File: src/rtl/cfgbus_pkg.sv
package cfgbus_pkg;

    localparam int WORD_W  = 16;
    localparam int FIELD_W = 8;

    typedef logic [WORD_W-1:0] word_t;

    typedef enum logic {
        PH_ADDR  = 1'b0,
        PH_VALUE = 1'b1
    } phase_e;

    typedef struct packed {
        word_t data;
        logic  is_addr;
    } bus_word_t;

    // index width for a source count, never below one bit
    function automatic int idx_width(input int count);
        return (count > 1) ? $clog2(count) : 1;
    endfunction

endpackage

File: src/rtl/cfgbus_rr_pick.sv
module cfgbus_rr_pick #(
    parameter int S  = 4,
    parameter int IW = 2
) (
    input  logic [S-1:0]  req,
    input  logic [IW-1:0] start,
    output logic          any,
    output logic [IW-1:0] idx
);

    always_comb begin
        any = 1'b0;
        idx = start;
        for (int k = 0; k < S; k++) begin
            int cand;
            cand = int'(start) + k;
            if (cand >= S) cand = cand - S;
            if (!any && req[cand]) begin
                any = 1'b1;
                idx = IW'(cand);
            end
        end
    end

endmodule

File: src/rtl/cfgbus_lock_ctl.sv
module cfgbus_lock_ctl
    import cfgbus_pkg::*;
#(
    parameter int S  = 4,
    parameter int IW = 2
) (
    input  logic          clk,
    input  logic          rst,
    input  logic [S-1:0]  src_valid,
    input  logic          slot_free,
    output logic [S-1:0]  src_ready,
    output logic          take,
    output logic [IW-1:0] take_idx,
    output logic          take_is_addr
);

    localparam logic [IW-1:0] LAST_IDX = IW'(S - 1);

    phase_e        phase_q;
    logic [IW-1:0] owner_q;
    logic [IW-1:0] ptr_q;

    logic          gnt_any;
    logic [IW-1:0] gnt_idx;

    cfgbus_rr_pick #(.S(S), .IW(IW)) u_pick (
        .req   (src_valid),
        .start (ptr_q),
        .any   (gnt_any),
        .idx   (gnt_idx)
    );

    always_comb begin
        src_ready = '0;
        if (slot_free) begin
            if (phase_q == PH_ADDR) begin
                if (gnt_any) src_ready[gnt_idx] = 1'b1;
            end else begin
                src_ready[owner_q] = 1'b1;
            end
        end
    end

    assign take         = |(src_ready & src_valid);
    assign take_idx     = (phase_q == PH_ADDR) ? gnt_idx : owner_q;
    assign take_is_addr = (phase_q == PH_ADDR);

    always_ff @(posedge clk) begin
        if (rst) begin
            phase_q <= PH_ADDR;
            owner_q <= '0;
            ptr_q   <= '0;
        end else if (take) begin
            if (phase_q == PH_ADDR) begin
                phase_q <= PH_VALUE;
                owner_q <= gnt_idx;
                ptr_q   <= (gnt_idx == LAST_IDX) ? '0 : gnt_idx + 1'b1;
            end else begin
                phase_q <= PH_ADDR;
            end
        end
    end


    one_ready_chk: assert property (@(posedge clk) disable iff (rst)
        $onehot0(src_ready));


    lock_hold_chk: assert property (@(posedge clk) disable iff (rst)
        (take && take_is_addr) |=> (phase_q == PH_VALUE) && (owner_q == $past(take_idx)));


    rr_start_chk: assert property (@(posedge clk) disable iff (rst)
        (take && take_is_addr && src_valid[ptr_q]) |-> (take_idx == ptr_q));


    rr_move_chk: assert property (@(posedge clk) disable iff (rst)
        (take && take_is_addr) |=> (ptr_q != $past(take_idx)));

endmodule

File: src/rtl/cfgbus_out_stage.sv
module cfgbus_out_stage
    import cfgbus_pkg::*;
#(
    parameter int IW = 2
) (
    input  logic          clk,
    input  logic          rst,
    input  logic          load,
    input  bus_word_t     load_word,
    input  logic [IW-1:0] load_src,
    input  logic          bus_ready,
    output logic          bus_valid,
    output bus_word_t     bus_word,
    output logic [IW-1:0] bus_src,
    output logic          slot_free
);

    assign slot_free = !bus_valid || bus_ready;

    always_ff @(posedge clk) begin
        if (rst) begin
            bus_valid <= 1'b0;
            bus_word  <= '0;
            bus_src   <= '0;
        end else if (load) begin
            bus_valid <= 1'b1;
            bus_word  <= load_word;
            bus_src   <= load_src;
        end else if (bus_ready) begin
            bus_valid <= 1'b0;
        end
    end


    hold_stable_chk: assert property (@(posedge clk) disable iff (rst)
        (bus_valid && !bus_ready) |=> bus_valid && $stable(bus_word) && $stable(bus_src));


    load_when_free_chk: assert property (@(posedge clk) disable iff (rst)
        load |-> (!bus_valid || bus_ready));

endmodule

File: src/rtl/cfgbus_hub.sv
module cfgbus_hub
    import cfgbus_pkg::*;
#(
    parameter int N  = 3,
    parameter int S  = N + 1,
    parameter int IW = idx_width(N + 1)
) (
    input  logic                clk,
    input  logic                rst,
    input  logic                ser_valid,
    output logic                ser_ready,
    input  logic [WORD_W-1:0]   ser_data,
    input  logic [N-1:0]        pnl_valid,
    output logic [N-1:0]        pnl_ready,
    input  logic [N*WORD_W-1:0] pnl_data,
    output logic                bus_valid,
    input  logic                bus_ready,
    output logic [WORD_W-1:0]   bus_data,
    output logic                bus_addr_phase,
    output logic [IW-1:0]       bus_src
);

    logic [S-1:0]  src_valid;
    logic [S-1:0]  src_ready;
    word_t         src_word [S];

    logic          take;
    logic [IW-1:0] take_idx;
    logic          take_is_addr;
    logic          slot_free;
    bus_word_t     load_word;
    bus_word_t     out_word;

    // source 0 is the serial link, sources 1..N are the panels
    assign src_valid[0] = ser_valid;
    assign src_word[0]  = ser_data;
    assign ser_ready    = src_ready[0];

    for (genvar g = 0; g < N; g++) begin : g_panel
        assign src_valid[g+1] = pnl_valid[g];
        assign src_word[g+1]  = pnl_data[g*WORD_W +: WORD_W];
        assign pnl_ready[g]   = src_ready[g+1];
    end

    cfgbus_lock_ctl #(.S(S), .IW(IW)) u_lock (
        .clk          (clk),
        .rst          (rst),
        .src_valid    (src_valid),
        .slot_free    (slot_free),
        .src_ready    (src_ready),
        .take         (take),
        .take_idx     (take_idx),
        .take_is_addr (take_is_addr)
    );

    assign load_word.data    = src_word[take_idx];
    assign load_word.is_addr = take_is_addr;

    cfgbus_out_stage #(.IW(IW)) u_out (
        .clk       (clk),
        .rst       (rst),
        .load      (take),
        .load_word (load_word),
        .load_src  (take_idx),
        .bus_ready (bus_ready),
        .bus_valid (bus_valid),
        .bus_word  (out_word),
        .bus_src   (bus_src),
        .slot_free (slot_free)
    );

    assign bus_data       = out_word.data;
    assign bus_addr_phase = out_word.is_addr;

    // pair tracker on the bus side, for the ordering properties
    logic          pair_open_q;
    logic [IW-1:0] pair_src_q;

    always_ff @(posedge clk) begin
        if (rst) begin
            pair_open_q <= 1'b0;
            pair_src_q  <= '0;
        end else if (bus_valid && bus_ready) begin
            pair_open_q <= bus_addr_phase;
            pair_src_q  <= bus_src;
        end
    end


    pair_order_chk: assert property (@(posedge clk) disable iff (rst)
        (bus_valid && bus_ready) |-> (bus_addr_phase == !pair_open_q));


    pair_src_chk: assert property (@(posedge clk) disable iff (rst)
        (bus_valid && bus_ready && pair_open_q) |-> (bus_src == pair_src_q));


    stall_no_ready_chk: assert property (@(posedge clk) disable iff (rst)
        (bus_valid && !bus_ready) |-> (src_ready == '0));

endmodule

File: config.mk
export PLATFORM = sky130hd
export DESIGN_NAME = cfgbus_hub
export DESIGN_NICKNAME = d
export VERILOG_FILES = /design/src/rtl/cfgbus_pkg.sv /design/src/rtl/cfgbus_rr_pick.sv /design/src/rtl/cfgbus_lock_ctl.sv /design/src/rtl/cfgbus_out_stage.sv /design/src/rtl/cfgbus_hub.sv
export SDC_FILE = /design/constraint.sdc
export NUM_CORES = 1
export LEC_CHECK = 0
export ABC_AREA = 1
export CAP_MARGIN = 20
export CORE_UTILIZATION = 47
export DETAILED_ROUTE_END_ITERATION = 8
export PLACE_DENSITY = 0.87
export SLEW_MARGIN = 20
export SYNTH_ARGS = -nofsm -noshare
export SYNTH_HDL_FRONTEND = slang
export SYNTH_HIERARCHICAL = 1
export SYNTH_SLANG_ARGS = --single-unit
File: constraint.sdc
create_clock -name clk -period 6.52 [get_ports clk]
set_input_delay 0.652 -clock clk [delete_from_list [all_inputs] [get_ports clk]]
set_output_delay 0.652 -clock clk [all_outputs]
set_load 0.01 [all_outputs]
After elaboration in Yosys (flattened, before gate mapping)
Cells that the tools add are included.

Register bits after elaboration: 23. Bits of input ports: 71. Output and inout port bits: 24. Word-level logic and storage cells: 83.

Add/sub/neg operators: 8. Magnitude comparators: 13. Equality and inequality tests: 1. Multiplexer cells: 39. Bitwise gates (word level): 3. Reduce and logical (&&, ||, !) cells: 13.

Operators with widths (count): 32-bit by 4-bit < comparator with 1-bit output (second input constant) (4); 32-bit two-way mux (4); 16-bit binary-select mux with 2-bit select (1); 16-bit two-way mux (2); 1-bit two-way mux (17); 3-bit >= comparator (second input constant) (4); 2-bit two-way mux (6); 4-bit two-way mux (3); 3-bit by 3-bit subtractor with 4-bit output (second input constant) (3); 1-bit binary-select mux with 2-bit select (4); 2-bit by 2-bit adder with 3-bit output (second input constant) (2); 2-bit by 3-bit < comparator with 1-bit output (second input constant) (2); 1-bit logical AND (5); 4-bit AND (1); 1-bit demux with 2-bit select (2); 2-bit by 1-bit >= comparator with 1-bit output (second input constant) (2); 1-bit logical NOT (4); 4-bit OR reduction (1); 2-bit by 3-bit subtractor with 4-bit output (second input constant) (1); 2-bit by 1-bit adder with 3-bit output (second input constant) (1); 2-bit by 3-bit >= comparator with 1-bit output (second input constant) (1); 2-bit inverter with 3-bit output (1); 2-bit by 1-bit adder with 2-bit output (second input constant) (1); 2-bit == test (second input constant) (1); other kinds (4) (4).

Logic depth before layout (Yosys ltp)
Depth after elaboration: 25. Gate-level depth with buffers: 24. Gate-level depth less buffers: 22.

By module
The synthesis kept the hierarchy.

By module, submodules not included: cfgbus_hub (times used 1, cells each 188, area each 805.8 um2, sequential area each 0.0 um2); cfgbus_out_stage (times used 1, cells each 87, area each 737.0 um2, sequential area each 400.4 um2); cfgbus_lock_ctl (times used 1, cells each 73, area each 485.5 um2, sequential area each 100.1 um2); cfgbus_rr_pick (times used 1, cells each 63, area each 282.8 um2, sequential area each 0.0 um2).

Worst setup path before layout
No wires, ideal clock.

Kind: in2out. From: in ser_valid. To: out ser_ready. Data arrival time: 1.925 ns. Required time: 5.868 ns. Setup slack: 3.943 ns. Stages on the path: 12. Path buffers: 0. Cell sequence: nand2_1 nand2_1 nand2_2 nand2_2 a21oi_2 nand3_2 o21ai_1 inv_1 ha_1 nand2_1 nand2_1 and2_1.

Cells in the longest elaborated chain, start to end: 20. Elaborated cells between the ends (all ways): 34. Those cells by class: order compare: 2; mux: 25; reduce/logical: 7.

RTL lines: start: declaration (line cfgbus_hub.sv:10) `input logic ser_valid,`; 1-bit binary-select mux with 2-bit select (line cfgbus_rr_pick.sv:18) `if (!any && req[cand]) begin`; 1-bit two-way mux (implied by the code) (2 in series) (line cfgbus_rr_pick.sv:18); 1-bit two-way mux (line cfgbus_rr_pick.sv:18); 1-bit logical NOT (line cfgbus_rr_pick.sv:18); 1-bit logical AND (line cfgbus_rr_pick.sv:18); 1-bit two-way mux (line cfgbus_rr_pick.sv:18); 1-bit logical NOT (line cfgbus_rr_pick.sv:18); 1-bit logical AND (line cfgbus_rr_pick.sv:18); [4 not listed]; named net u_lock.gnt_idx[0] (line cfgbus_lock_ctl.sv:24) `logic [IW-1:0] gnt_idx;`; 2-bit by 3-bit < comparator with 1-bit output (implied by the code) or 2-bit by 1-bit >= comparator with 1-bit output (tied branches) (line cfgbus_lock_ctl.sv:37) `if (gnt_any) src_ready[gnt_idx] = 1'b1;`; 1-bit logical AND (implied by the code) (line cfgbus_lock_ctl.sv:37); 1-bit two-way mux (implied by the code) (line cfgbus_lock_ctl.sv:37); 1-bit demux with 2-bit select (*); 4-bit two-way mux (*) (line cfgbus_lock_ctl.sv:37); 4-bit two-way mux (*) (line cfgbus_lock_ctl.sv:36) `if (phase_q == PH_ADDR) begin`; 4-bit two-way mux (*) (line cfgbus_lock_ctl.sv:35) `if (slot_free) begin`; end: declaration (line cfgbus_hub.sv:11) `output logic ser_ready,`.

The timed path passes the listed nets; every way through them passes the cells marked *. The select of a mux whose other input is x is not followed.

Worst setup path after layout
From: in ser_valid. To: out pnl_ready[1].

Cells in the longest elaborated chain, start to end: 20. Elaborated cells between the ends (all ways): 34. Those cells by class: order compare: 2; mux: 25; reduce/logical: 7.

RTL lines: 1-bit binary-select mux with 2-bit select (line cfgbus_rr_pick.sv:18); 1-bit two-way mux (implied by the code) (2 in series) (line cfgbus_rr_pick.sv:18); 1-bit two-way mux (line cfgbus_rr_pick.sv:18); 1-bit logical NOT (line cfgbus_rr_pick.sv:18); 1-bit logical AND (line cfgbus_rr_pick.sv:18); 1-bit two-way mux (line cfgbus_rr_pick.sv:18); 1-bit logical NOT (line cfgbus_rr_pick.sv:18); 1-bit logical AND (line cfgbus_rr_pick.sv:18); [4 not listed]; named net u_lock.gnt_idx[0] (line cfgbus_lock_ctl.sv:24); 2-bit by 3-bit < comparator with 1-bit output (implied by the code) or 2-bit by 1-bit >= comparator with 1-bit output (tied branches) (line cfgbus_lock_ctl.sv:37); 1-bit logical AND (implied by the code) (line cfgbus_lock_ctl.sv:37); 1-bit two-way mux (implied by the code) (line cfgbus_lock_ctl.sv:37); 1-bit demux with 2-bit select (*); 4-bit two-way mux (*) (line cfgbus_lock_ctl.sv:37); 4-bit two-way mux (*) (line cfgbus_lock_ctl.sv:36); 4-bit two-way mux (*) (line cfgbus_lock_ctl.sv:35); end: declaration (line cfgbus_hub.sv:14) `output logic [N-1:0] pnl_ready,`.

Marks and branches as above.

==> results.md <==
- Outcome: finished, final reports clean
- H-tree levels: 1
- Worst path cell trace: clkdlybuf4s50_1 -> nand2_1 -> nand2_1 -> nand2_2 -> nand2_2 -> a21oi_2 -> nand3_2 -> o21ai_1 -> inv_1 -> ha_1 -> nand2_1 -> nand2_1 -> nand2_1 -> nor2_1 -> clkdlybuf4s50_1
- Ant diodes: 0
- HP Class: reg -> reg
- Commonest non-fill, non-tap cell in the layout: nand2_1
- Setup TNS: 0 ns
- CTS tree: done
- Worst setup SP type: primary input
- First-pass GRT wire length: 10400 µm
- Initial DRC Count: 160
- Tot GR Track Use: 0.247
- Post CTS Setup Buffer Count: 0
- Ys Warns: 6
- Synth async-reset ratio: 0
- DP Area: 3190 µm²
- Detail Route Antenna Nets: 0
- Pwr/cell area: 507 nW/µm²
- Number of synthesized register bits: 25
- Max incr delay on CP: 0.50 ns
- Layout area overhead: 39.8%
- Clock Tree Buf Depth: 2
- First-pass detailed-route iteration total: 4
- Top cell by count, worst path: nand2_1
- Setup violators final: 0
- Syn Nets: 486
- Synthesized instance count: 411
- Most frequent cells in the layout: 136 x nand2_1, 94 x clkdlybuf4s50_1, 78 x inv_1
- Power Total: 1.64 mW
- Final Wtd Congestion: 0.899
- Maximum VDD drop: 0.340 mV
- Number of global-route vias before repair: 2467
- Count of max-cap constraint violations: 0
- Total number of vias: 2654
- Multi-input gate area: 1310 µm²
- Critical Path Slowest Stage Cell: clkdlybuf4s50_1
- Synth Area per Inst: 5.62 µm²
- CP endpoint kind: output port
- Max Freq: 263 MHz
- Row count: 25
- Hold WS: 0.508 ns
- Setup ws final: 2.71 ns
- Tcrit/Tclk final: 0.584
- CTS root buffer: clkbuf_8
- Die W: 72.1 µm
- Slew Limit Fails: 0
- Storage cell area: 500 µm²
- Crit path max fanout: 4
- Final hold violations: 0
- Share of cells above drive strength 1: 0.0850
- Max Clock Skew: 0.00639 ns
- Cells after DPL: 557
- Utilization after layout: 0.684
- Pin count of the biggest net entering global routing: 36
- DIE AREA: 5200 µm²
- Fin nets: 570
- # port buffers: 94
- Most used flip-flop cell after synthesis: dfxtp_1
- Fin cells: 561
- Delay-heaviest family, CP: buffers and inverters
- Post-synth EDFFs: 0
- Pre-CTS setup slack: 2.77 ns
- CP Data Arrival Time: 3.16 ns
- Core region area: 4720 µm²
- Vias per cell: 4.73
- Min cycle time layout: 3.81 ns
- Clock slew at reported path FFs: 0.08 ns
- Worst skew pair latency: 0.27 ns
- Top-area cell type share of the netlist area: 0.221
- Initial cell density of the core: 0.489
- Die Height: 72.1 µm
- CP Data Required Time: 5.87 ns
- WS Path Type: in -> out
- Yosys cell types: 29
- P_leak: 1.73 nW
- Finished Cell Area: 3230 µm²
- Clock Sink Count: 25
- Tightest Pin Transition: 0.510 ns
- Num CTS Buffers: 3
- I/O Pins: 95
- Synth area leader: nand2_1
- Area contributors post-synth: nand2_1 22%, dfxtp_1 22%, inv_1 13%
- WL final: 6170 µm
- Synthesized area: 2310 µm²
- Residual DRC: 0
- Wire length per cell: 11.0 µm
- Max-slew headroom: 0.659
- RSZ-0062 raised after global routing: false
- Fill cells: 425
- Worst Path Buf+Inv: 3
- Initial antenna violation count: 0
- Sequential share of the synthesized area: 0.217
- Hold Buf Count CTS: 0
- Global route total overflow: 0
- HPWL Detailed: 4740 µm
- Post-CTS sizing: 0
-- synth_stat cells, types with 4 or more instances --
cell       n
ha_1       4
nand2_2    6
buf_6      9
nand3_2    4
nand2_1  136
inv_2      6
o21ai_0   19
inv_1     78
dfxtp_1   25
nand3_1   41
o21ai_1    6
nor2_2     8
nor2_1    44
buf_4      5
-- state kept, by name, indices dropped and copies added (netlist names) --
signal,cells
u_lock/ptr_q,2
u_out/bus_word,17
u_lock/owner_q,2
u_out/bus_valid,1
u_out/bus_src,2
u_lock/phase_q,1
-- report_power, final --
group | total [mW] | internal [mW] | switching [mW]
sequential | 0.265 | 0.216 | 0.0491
clock | 0.0906 | 0.0427 | 0.0479
combinational | 1.28 | 0.487 | 0.797
total | 1.64 | 0.746 | 0.894
-- routing by layer --
layer	vias up	share of wire	track usage
met5	-	0	0
li1	1381	-	-
met3	14	0.068	0.0500
met1	1152	0.43	0.296
met4	0	0.021	0.0763
met2	107	0.49	0.440
-- logic make-up (layout without fill, tap and decap cells) --
logic type,after synthesis,in the layout,share of synthesized area
and+or+nand+nor,249,249,0.475
buffers and inverters,104,187,0.219
AOI/OAI and AO/OA,28,28,0.0639
DFF,25,25,0.217
adders and majority gates,4,4,0.0217
xor gates and xnor gates,1,1,0.00379
-- final timing paths --
path | to | slack (ns) | from | cells past startpoint
worst min-delay path | u_out/bus_word[4]$_SDFFE_PP0P_ | 0.51 | u_out/bus_word[4]$_SDFFE_PP0P_ | 2
worst max-delay path | pnl_ready[1] | 2.71 | ser_valid | 15
worst min register to register | u_out/bus_word[4]$_SDFFE_PP0P_ | 0.51 | u_out/bus_word[4]$_SDFFE_PP0P_ | 2
worst max register to register | u_out/bus_word[16]$_SDFFE_PP0P_ | 3.30 | u_lock/ptr_q[0]$_SDFFE_PP0P_ | 19
-- layout make-up --
class / count / area share
inverters: 87 / 0.104
well taps: 67 / 0.0259
repair buffers: 96 / 0.296
multi-input cells: 282 / 0.405
clock buffers: 3 / 0.0128
clock inverters: 1 / 0.00155
flip-flops and latches: 25 / 0.155
-- worst reg2reg max path: cells and delay by family (launching register included) --
kind	cells	cell delay, ns
DFF	1	0.60
buffers and inverters	4	0.68
AOI/OAI and AO/OA	2	0.43
adders and majority gates	1	0.22
and+or+nand+nor	12	1.22
Power figures use the tool's default switching activity.
